<file path="src/rtl/cmdbuf_pkg.sv">
package cmdbuf_pkg;
  typedef enum logic [1:0] {
    MAP_FLAT = 2'd0,
    MAP_LOW  = 2'd1,
    MAP_HIGH = 2'd2
  } map_e;
endpackage

</file>
<file path="src/rtl/cmdbuf_cfg_dec.sv">
module cmdbuf_cfg_dec
  import cmdbuf_pkg::*;
(
  input  logic sel_split_i,
  input  logic sel_map_i,
  output map_e mode_o
);
  // illegal split=0/map=1 folds into flat
  always_comb begin
    if (!sel_split_i)   mode_o = MAP_FLAT;
    else if (sel_map_i) mode_o = MAP_HIGH;
    else                mode_o = MAP_LOW;
  end
endmodule

</file>
<file path="src/rtl/cmdbuf_fanout.sv">
module cmdbuf_fanout
  import cmdbuf_pkg::*;
#(
  parameter int IN_W   = 25,
  parameter int HALF_W = 14,
  localparam int OUT_W = 2 * HALF_W,
  localparam int HI_OFS = IN_W - HALF_W
) (
  input  logic [IN_W-1:0]  d_i,
  input  map_e             mode_i,
  output logic [OUT_W-1:0] word_o
);
  for (genvar i = 0; i < OUT_W; i++) begin : g_bit
    localparam int J = i % HALF_W;
    logic flat_bit;
    if (i < IN_W) begin : g_in
      assign flat_bit = d_i[i];
    end else begin : g_pad
      assign flat_bit = 1'b0;
    end
    always_comb begin
      unique case (mode_i)
        MAP_LOW:  word_o[i] = d_i[J];
        MAP_HIGH: word_o[i] = d_i[J+HI_OFS];
        default:  word_o[i] = flat_bit;
      endcase
    end
  end
endmodule

</file>
<file path="src/rtl/cmdbuf_hold_reg.sv">
module cmdbuf_hold_reg #(
  parameter int W = 28
) (
  input  logic         clk_i,
  input  logic         rst_ni,
  input  logic         en_i,
  input  logic [W-1:0] d_i,
  output logic [W-1:0] q_o
);
  always_ff @(posedge clk_i or negedge rst_ni) begin
    if (!rst_ni)   q_o <= '0;
    else if (en_i) q_o <= d_i;
  end
endmodule

</file>
<file path="src/rtl/cmd_reg_buf.sv">
module cmd_reg_buf
  import cmdbuf_pkg::*;
#(
  parameter int IN_W   = 25,
  parameter int HALF_W = 14,
  localparam int OUT_W = 2 * HALF_W
) (
  input  logic             clk_i,
  input  logic             rst_ni,
  input  logic [IN_W-1:0]  d_i,
  input  logic             cs_a_ni,
  input  logic             cs_b_ni,
  input  logic             sel_map_i,
  input  logic             sel_split_i,
  output logic [OUT_W-1:0] q_o
);
  map_e             mode;
  logic [OUT_W-1:0] next_word;
  logic             load;

  // hold only when both selects are deasserted
  assign load = ~(cs_a_ni & cs_b_ni);

  cmdbuf_cfg_dec u_dec (
    .sel_split_i (sel_split_i),
    .sel_map_i   (sel_map_i),
    .mode_o      (mode)
  );

  cmdbuf_fanout #(.IN_W(IN_W), .HALF_W(HALF_W)) u_fan (
    .d_i    (d_i),
    .mode_i (mode),
    .word_o (next_word)
  );

  cmdbuf_hold_reg #(.W(OUT_W)) u_reg (
    .clk_i  (clk_i),
    .rst_ni (rst_ni),
    .en_i   (load),
    .d_i    (next_word),
    .q_o    (q_o)
  );
endmodule

</file>
<file path="config.mk">
export PLATFORM = sky130hd
export DESIGN_NAME = cmd_reg_buf
export DESIGN_NICKNAME = d
export VERILOG_FILES = /design/src/rtl/cmdbuf_pkg.sv /design/src/rtl/cmdbuf_cfg_dec.sv /design/src/rtl/cmdbuf_fanout.sv /design/src/rtl/cmdbuf_hold_reg.sv /design/src/rtl/cmd_reg_buf.sv
export SDC_FILE = /design/constraint.sdc
export NUM_CORES = 1
export LEC_CHECK = 0
export CAP_MARGIN = 20
export CELL_PAD_IN_SITES_DETAIL_PLACEMENT = 1
export CELL_PAD_IN_SITES_GLOBAL_PLACEMENT = 1
export CORE_MARGIN = 1
export CORE_UTILIZATION = 37
export CTS_CLUSTER_DIAMETER = 60
export DETAILED_ROUTE_END_ITERATION = 6
export PLACE_DENSITY_LB_ADDON = 0.1
export SYNTH_ARGS = -nofsm -noshare
export SYNTH_HDL_FRONTEND = slang
export SYNTH_HIERARCHICAL = 1
export SYNTH_SLANG_ARGS = --single-unit
</file>
<file path="constraint.sdc">
create_clock -name clk_i -period 1.3 [get_ports clk_i]
set_input_delay 0.26 -clock clk_i [delete_from_list [all_inputs] [get_ports clk_i]]
set_output_delay 0.26 -clock clk_i [all_outputs]
set_load 0.005 [all_outputs]
</file>
==> results of run 1 <==
[metrics by stage]
stage / instances / total power [mW]
floorplan: 130 / 1.371
global placement: 234 / 1.739
detailed placement: 234 / 1.760
CTS: 262 / 2.622
global route: 263 / 2.781
finish: 263 / 2.662
[what timing repair did]
item | 4_1_cts | 5_1_grt
gates resized for setup | 97 | 11
buffers inserted | 25 | 1
pin swaps | 8 | 3
endpoints found under the setup margin | 56 | 24
[layout by cell type, fill, tap and decap left out, drive strengths merged]
master	instances
dfrtp	28
and2	1
nor2	1
and2b	1
clkdlybuf4s50	28
a22oi	12
a21oi	2
nand2	16
dlygate4sd2	28
ha	3
inv	4
clkbuf	3
o21ai	13
buf	32
mux2	40
bufinv	1
[area by class of cell]
type                            count  area [um^2]  share of cell area (%)
Tap cell                           50        62.56                   2.262
Sequential cell                    28        700.7                   25.34
Timing Repair Buffer               88        889.6                   32.17
Clock inverter                      1        30.03                   1.086
Clock buffer                        3        41.29                   1.493
Inverter                            4        17.52                  0.6335
Multi-Input combinational cell     89         1023                   37.01
[worst max-delay path: stages]
cell                      delay [ns]
sky130_fd_sc_hd__buf_6          0.09
sky130_fd_sc_hd__and2b_2        0.23
sky130_fd_sc_hd__inv_4          0.05
sky130_fd_sc_hd__buf_6          0.11
sky130_fd_sc_hd__ha_4           0.23
sky130_fd_sc_hd__buf_8          0.14
sky130_fd_sc_hd__buf_8          0.13
sky130_fd_sc_hd__nand2_1        0.07
sky130_fd_sc_hd__o21ai_1        0.08
sky130_fd_sc_hd__mux2_4         0.26
[logic make-up (layout without fill, tap and decap cells)]
group | count (synthesis) | count (layout) | share of synthesized area [%]
adder cells (fa/ha/maj) | 3 | 3 | 2.278
flip-flops | 28 | 28 | 42.52
AO/OA/AOI/OAI | 27 | 27 | 10.02
buffers and inverters | 13 | 96 | 7.289
AND/OR/NAND/NOR | 19 | 19 | 4.860
multiplexers | 40 | 40 | 33.03
[how the worst min path moves through the flow]
stage | end | depth (start not counted) | startpoint
after global placement | u_reg/q_o[25] | 1 | u_reg/q_o[25]
after detailed placement | u_reg/q_o[20] | 1 | u_reg/q_o[20]
after CTS | u_reg/q_o[21] | 2 | rst_ni
after floorplan | u_reg/q_o[0] | 0 | rst_ni
final | u_reg/q_o[10] | 2 | rst_ni
after global routing | u_reg/q_o[10] | 2 | rst_ni
[power by group]
group | internal, mW | switching, mW
logic | 0.568 | 0.352
registers | 0.970 | 0.0541
clock network | 0.414 | 0.305
total | 1.95 | 0.711
[layer usage]
metal	wire, um	vias up
li1	-	623
met1	2246	695
met2	2732	44
met3	249	6
met4	54	0
met5	0	-
==> results.cfg, run 1 <==
[critical_path]
worst-setup-path-type = input pin to register
crit_path_end = u_reg/q_o[16]
critical_path_required_ns = 1.49
worst_r2r_startpoint = u_reg/q_o[16]
r2r_slack_ns = 0.38
critical_path.startpoint_type = input pin
critPathMaxFanout = 7
timing.critical_path.to_type = register
critical_path.reg2reg.endpoint = u_reg/q_o[16]
timing.critical_path.arrival_ns = 1.65
worst-r2r-cell-count = 2
crit_start = sel_map_i

[floorplan]
row_count = 23
core-area_um2 = 4144
num_io_pins = 59
die_h_um = 68.74
initial_utilization_pct = 39.76
floorplan.die.width_um = 68.74
design.die.area_um2 = 4725

[global_route]
top_usage_layer = met2
grt_pass1_wl_mm = 8.073
grt_max_degree = 29
grt_pass1_vias = 1482
gr-usage-all-layers_pct = 23.93
grtUsageMet3_pct = 4.605
grt_util_met1_pct = 30.90
globalRoute.totalOverflow = 0
gr-usage-met2_pct = 40.81
grt_antenna_before_repair = 0

[layout]
registers.top_by_ff_count = u_reg/q_o
num-nets-final = 248
utilization_pct = 66.73
largest_reg_flops = 28
finish.instance_area_um2 = 2765
layout.filler_cells = 409
antenna_cells = 0
area.growth.synth_to_final_pct = 67.81
registers_with_the_most_flip_flops = u_reg/q_o (28)
post_route_cells_drive_above_1_share_pct = 53.52

[logic_synthesis]
syn_area_per_cell_um2 = 12.68
synthesis.nets = 164
synth_area_leaders = sky130_fd_sc_hd__dfrtp_1, sky130_fd_sc_hd__mux2_4, sky130_fd_sc_hd__mux2_2
postSynthRegisterBits = 28
asyncSetResetFlopFracSynth_pct = 100.0
synth_area_leader_cell = sky130_fd_sc_hd__dfrtp_1
yosysTopAreaCellShare_pct = 42.52
syn_area_um2 = 1648
yosys.cell_count.top_type = sky130_fd_sc_hd__dfrtp_1
synth_edf_count = 0
yosysUniqueCellTypes = 16
ys.warnings.count = 6
yosysSeqAreaShare_pct = 42.52
postSynth.topFlopCell = sky130_fd_sc_hd__dfrtp_1
post_synth_inst_count = 130
commonest_cells_post_synth = sky130_fd_sc_hd__dfrtp_1, sky130_fd_sc_hd__mux2_4, sky130_fd_sc_hd__nand2_1

[power]
ir_drop_mv = 0.6698
p_per_area_nw_per_um2 = 962.5
p_leak_nw = 1.298

[detailed_routing]
drt-wirelength-per-cell_um = 20.09
totalWireLength_mm = 5.283
drt_pre_antenna_iters = 4
drt_iter0_markers = 55
routed-via-count = 1368
drt.antenna.violating_nets = 0
vias_per_cell = 5.202
drt_drc_violations_left = 0

[place]
buffer_ports.inserted = 58
dp_hpwl_mm = 2.913
placement.cell_area_um2 = 2273
gp_routability_congestion = 0.7198
dpl_worst_slack_ns = -0.8050

[clock_tree]
clock_sink_count = 28
cts.reportedPaths.clkPinSlew_ns = 0.11
clock_buffer_depth = 2
ctsHoldBuffers = 0
root_buffer = sky130_fd_sc_hd__clkbuf_8
cts_made_buffers = 3
cts_max_level = 1
cts_tree = built
clock_latency_ns = 0.28

[min_path]
hold_path_class = input pin to async pin

[sta]
finClkSkew_ns = 0
hold-worst-slack_ns = 0.3122
layout_setup_ws_ns = -0.1607
finalHoldViolations = 0
finalMaxSlewViolations = 0
grt_setup_unrepaired = true
tightest_slew_ns = 0.2509
slew-limit-headroom_pct = 83.22
final.period_utilization_pct = 112.4
post-route-min-period_ns = 1.461
post_route_setup_tns_ns = -1.665
max_freq_mhz = 684.6
timing.final.setup_violations = 22

[job]
cap_viol_max_count = 0

[outcome]
violations = negative setup slack
outcome = complete, but fails checks
(Power assumes the default switching activity.)
==> run 2: changes to the inputs <==
CORE_ASPECT_RATIO = 1.1   (was not set)
==> results.cfg, run 2 (same netlist as run 1, synthesis figures left out) <==
[critical_path]
critical_path.startpoint_type = input pin
cpMostUsedCell = sky130_fd_sc_hd__mux2_4
critical-path-max-stage-delay_ns = 0.30
crit_chain = buf_6, and2b_2, inv_4, ha_4, buf_8, mux2_4, mux2_4
critPathMaxFanout = 8
timing.critical_path.arrival_ns = 1.56
timing.critical_path.to_type = register
critical_path_required_ns = 1.47
master_of_the_slowest_instance_on_the_critical_path = sky130_fd_sc_hd__mux2_4
worst-setup-path-type = input pin to register

[layout]
antenna_cells = 0
post_route_cells_drive_above_1_share_pct = 46.48
top_library_cells_by_usage_in_the_layout_fill_and_taps_aside = sky130_fd_sc_hd__mux2_4, sky130_fd_sc_hd__clkdlybuf4s50_1, sky130_fd_sc_hd__dlygate4sd2_1, sky130_fd_sc_hd__dfrtp_1, sky130_fd_sc_hd__buf_4
multi_input_area_um2 = 982.2
layout.filler_cells = 433
num-nets-final = 248
largest_reg_flops = 28
finish.cell_count_without_fillers = 267
registers_with_the_most_flip_flops = u_reg/q_o (28)
area.growth.synth_to_final_pct = 64.16
area_taken_by_flip_flops_and_latches_um2 = 700.7
mostFrequentLayoutCell = sky130_fd_sc_hd__mux2_4
registers.top_by_ff_count = u_reg/q_o

[outcome]
outcome = complete, but fails checks
violations = negative setup slack

[floorplan]
row_count = 25
design.die.area_um2 = 4725
initial_utilization_pct = 38.45
die_h_um = 71.99
core-area_um2 = 4285
num_io_pins = 59
floorplan.die.width_um = 65.63

[global_route]
grt_pass1_wl_mm = 7.652
grt_antenna_before_repair = 0
grt_pass1_vias = 1555
grt_max_degree = 29
globalRoute.totalOverflow = 0
gr-usage-all-layers_pct = 21.15

[clock_tree]
cts.reportedPaths.clkPinSlew_ns = 0.10
cts_tree = built
clock_sink_count = 28
clock_latency_ns = 0.28
root_buffer = sky130_fd_sc_hd__clkbuf_8
clock_buffer_depth = 2
cts_max_level = 1
ctsHoldBuffers = 0
cts_made_buffers = 3

[sta]
hold-worst-slack_ns = 0.3375
post-route-min-period_ns = 1.394
layout_setup_ws_ns = -0.09385
max_freq_mhz = 717.4
finalHoldViolations = 0
finClkSkew_ns = 0
grt_setup_unrepaired = true
final.period_utilization_pct = 107.2
slew-limit-headroom_pct = 84.49
tightest_slew_ns = 0.2326
timing.final.setup_violations = 18
finalMaxSlewViolations = 0

[detailed_routing]
drt_iter0_markers = 46
vias_per_cell = 5.243
drt_pre_antenna_iters = 4
routed-via-count = 1400
drt_drc_violations_left = 0
drt-wirelength-per-cell_um = 17.85
drt.antenna.violating_nets = 0
totalWireLength_mm = 4.766

[place]
placedCellCount = 240
dp_hpwl_mm = 3.009
gp_routability_congestion = 0.7030
buffer_ports.inserted = 58

[power]
p_per_area_nw_per_um2 = 956.1
p_leak_nw = 1.303
ir_drop_mv = 0.5111

[job]
cap_viol_max_count = 0

[min_path]
hold_path_class = input pin to async pin
-- run 2: changes by cell type in the layout (fill, tap and decap cells not counted), moves of 2 or more --
cell and change:
sky130_fd_sc_hd__o21ai_1 +7, sky130_fd_sc_hd__o21ai_0 +2, sky130_fd_sc_hd__mux2_4 +6, sky130_fd_sc_hd__buf_6 -3, sky130_fd_sc_hd__nand2_2 -4, sky130_fd_sc_hd__nand2_1 +4, sky130_fd_sc_hd__buf_12 -2, sky130_fd_sc_hd__mux2_2 -6
sky130_fd_sc_hd__o21ai_2 -9, sky130_fd_sc_hd__buf_4 +5
-- run 2: worst paths after layout --
| kind | start | endpoint | slack [ns] | cells past startpoint |
|---|---|---|---|---|
| setup reg to reg | u_reg/q_o[16] | u_reg/q_o[16] | 0.41 | 2 |
| hold reg to reg | u_reg/q_o[13] | u_reg/q_o[13] | 0.52 | 1 |
| max in group asynchronous | rst_ni | u_reg/q_o[5] | 0.80 | 2 |
| setup / recovery | sel_split_i | u_reg/q_o[10] | -0.09 | 7 |
| min in group clk_i | u_reg/q_o[13] | u_reg/q_o[13] | 0.52 | 1 |
| hold / removal | rst_ni | u_reg/q_o[24] | 0.34 | 2 |
-- run 2: metal layers --
layer | track usage (%) | wire [um] | share of wire [%] | vias up
met5 | 0 | 0 | 0 | -
met3 | 4.088 | 269 | 5.6 | 12
met2 | 36.05 | 2356 | 49 | 54
met1 | 26.34 | 2030 | 43 | 704
li1 | - | - | - | 630
met4 | 7.488 | 110 | 2.3 | 0
-- run 2: what timing repair did --
action,in CTS,in global routing
buffers inserted,21,2
setup endpoints to repair,56,26
gates resized for setup,63,26
gates cloned,1,0
pin swaps,2,4
-- run 2: cell type report --
cell class                 instances  share of cell area [%]
clock buffer                       3                   1.526
multi-input combinational         89                   36.31
sequential                        28                   25.90
timing repair buffer              88                   32.01
inverter                           4                  0.6475
clock inverter                     1                   1.110
tap                               54                   2.498
-- run 2: where the power goes --
| part | switching (mW) | internal (mW) |
|---|---|---|
| clock | 0.287 | 0.412 |
| combinational | 0.316 | 0.549 |
| sequential | 0.0529 | 0.969 |
| total | 0.656 | 1.93 |
-- run 2: stage by stage --
step	utilization (%)	total power, mW	cell area (um^2)	TNS [ns]	setup slack (ns)
final	63.12	2.586	2705	-0.8991	-0.09385
after global routing	63.12	2.708	2705	-1.254	-0.1141
after CTS	61.08	2.548	2618	-0.4872	-0.07121
after detailed placement	53.81	1.769	2306	-20.58	-0.8285
after global placement	53.81	1.749	2306	-19.31	-0.7514
after floorplan	-	1.371	1663	-5.283	-0.2617
-- run 2: worst max-delay path: cells and delay by family --
kind	cells	cell delay, ns
buffers and inverters	3	0.33
adders and majority gates	1	0.20
and+or+nand+nor	1	0.21
muxes	2	0.55
==> run 3: changes to the inputs <==
CORE_UTILIZATION = 50   (was 37)
DONT_BUFFER_PORTS = 1   (was not set)
==> results.cfg, run 3 (same netlist as run 1, synthesis figures left out) <==
[power]
ir_drop_mv = 0.4771
power_report.internal_total_mw = 1.377
power.share.switching_pct = 25.65
sequentialPowerShare_pct = 56.7
p_leak_nw = 0.7992
net-switching-power_uw = 475.0
p_per_area_nw_per_um2 = 1073
comb_power_share_pct = 21.0
clockPowerShare_pct = 22.3

[sta]
final.period_utilization_pct = 95.29
post_route_setup_tns_ns = 0
finalHoldViolations = 0
finClkSkew_ns = 0
finalMaxSlewViolations = 0
max_freq_mhz = 807.2
timing.final.setup_violations = 0
post-route-min-period_ns = 1.239
layout_setup_ws_ns = 0.06117
tightest_slew_ns = 0.2929
hold-worst-slack_ns = 0.1863
slew-limit-headroom_pct = 80.47
grt_setup_unrepaired = false

[detailed_routing]
drt_drc_violations_left = 8
routed-via-count = 981
totalWireLength_mm = 3.345
drt_iter0_markers = 43
drt-wirelength-per-cell_um = 20.40
vias_per_cell = 5.982
drt.antenna.violating_nets = 0
drt_pre_antenna_iters = 7

[global_route]
grt_pass1_vias = 1122
grt_max_degree = 29
grt_antenna_before_repair = 0
globalRoute.totalOverflow = 0
grt_pass1_wl_mm = 5.713
gr-usage-all-layers_pct = 20.89

[critical_path]
critical_path.startpoint_type = input pin
crit_start = sel_map_i
critical_path_required_ns = 1.51
critPathMaxFanout = 16
worst-r2r-cell-count = 1
worst_r2r_startpoint = u_reg/q_o[21]
timing.critical_path.to_type = register
r2r_slack_ns = 0.49
timing.critical_path.arrival_ns = 1.45
crit_path_end = u_reg/q_o[4]
critical_path.reg2reg.endpoint = u_reg/q_o[21]
worst-setup-path-type = input pin to register

[place]
buffer_ports.inserted = 0
dpl_worst_slack_ns = -0.3322
placement.cell_area_um2 = 1658
dp_hpwl_mm = 2.357
placedCellCount = 158
gp_routability_congestion = 0.6952

[job]
cap_viol_max_count = 0

[outcome]
violations = design-rule violations
outcome = complete, but fails checks

[floorplan]
die_h_um = 62.21
num_io_pins = 59
floorplan.die.width_um = 56.74
row_count = 21
initial_utilization_pct = 53.15
core-area_um2 = 3100
design.die.area_um2 = 3529

[layout]
num-nets-final = 165
registers_with_the_most_flip_flops = u_reg/q_o (28)
area.growth.synth_to_final_pct = 4.784
post_route_cells_drive_above_1_share_pct = 40.77
finish.cell_count_without_fillers = 164
mostFrequentLayoutCell = sky130_fd_sc_hd__dfrtp_1
top_library_cells_by_usage_in_the_layout_fill_and_taps_aside = sky130_fd_sc_hd__dfrtp_1, sky130_fd_sc_hd__mux2_4, sky130_fd_sc_hd__nand2_1
antenna_cells = 0
registers.top_by_ff_count = u_reg/q_o
largest_reg_flops = 28
finish.instance_area_um2 = 1727

[min_path]
hold_path_class = input pin to register
worst_min_delay_path_startpoint = d_i[18]

[clock_tree]
clock_latency_ns = 0.32
cts_tree = built
cts.reportedPaths.clkPinSlew_ns = 0.15
cts_max_level = 1
root_buffer = sky130_fd_sc_hd__clkbuf_4
clock_sink_count = 28
cts_made_buffers = 3
clock_buffer_depth = 2
run 3: changes by cell type in the layout (fill, tap and decap cells not counted), sizes merged:
cell           previous run  this run
buf                      32         4
clkdlybuf4s50            28         0
dlygate4sd2              28         0
bufinv                    1         0
clkbuf                    3         4
dlygate4sd3               0         1
run 3: worst max-delay path, stage by stage:
cell and delay (ns):
sky130_fd_sc_hd__and2b_2 0.21, sky130_fd_sc_hd__inv_2 0.08, sky130_fd_sc_hd__ha_4 0.28, sky130_fd_sc_hd__mux2_2 0.36, sky130_fd_sc_hd__mux2_2 0.26
run 3: how the worst min path moves through the flow:
| stage | to | slack (ns) | cells past startpoint |
|---|---|---|---|
| 6_report | u_reg/q_o[18] | 0.19 | 3 |
| 3_5_place_dp | u_reg/q_o[10] | -0.03 | 0 |
| 5_1_grt | u_reg/q_o[0] | 0.17 | 2 |
| 2_1_floorplan | u_reg/q_o[0] | -0.04 | 0 |
| 4_1_cts | u_reg/q_o[18] | 0.18 | 3 |
| 3_3_place_gp | u_reg/q_o[10] | -0.04 | 0 |
run 3: cell type report:
class	instances	area (um^2)
tap	34	42.54
clock buffer	4	36.28
timing repair buffer	5	90.09
fill	325	1374
multi-input combinational	89	842.1
sequential	28	700.7
inverter	4	15.01
run 3: routing by layer:
layer,up-vias,wire (um),track usage [%]
li1,462,-,-
met1,483,1405,27.11
met2,34,1596,33.04
met3,2,327,8.125
met4,0,15,4.573
met5,-,0,0
run 3: power by group through the flow:
stage	sequential, mW	clock (mW)	combinational [mW]
after detailed placement	1.07	0	0.363
final	1.05	0.413	0.389
after floorplan	1.05	0	0.325
after global routing	1.07	0.473	0.429
after global placement	1.07	0	0.350
after CTS	1.05	0.443	0.393
run 3: timing repair:
item                       4_1_cts  5_1_grt
setup endpoints to repair        0       11
resized for setup                0        1
buffers inserted                 0        0
hold buffers                     2        0
hold endpoints to repair        28        0
run 3: through the flow:
step	total power [mW]	utilization, %
after floorplan	1.371	-
after global placement	1.417	53.47
after detailed placement	1.432	53.47
after CTS	1.889	55.61
after global routing	1.967	55.69
final	1.852	55.69
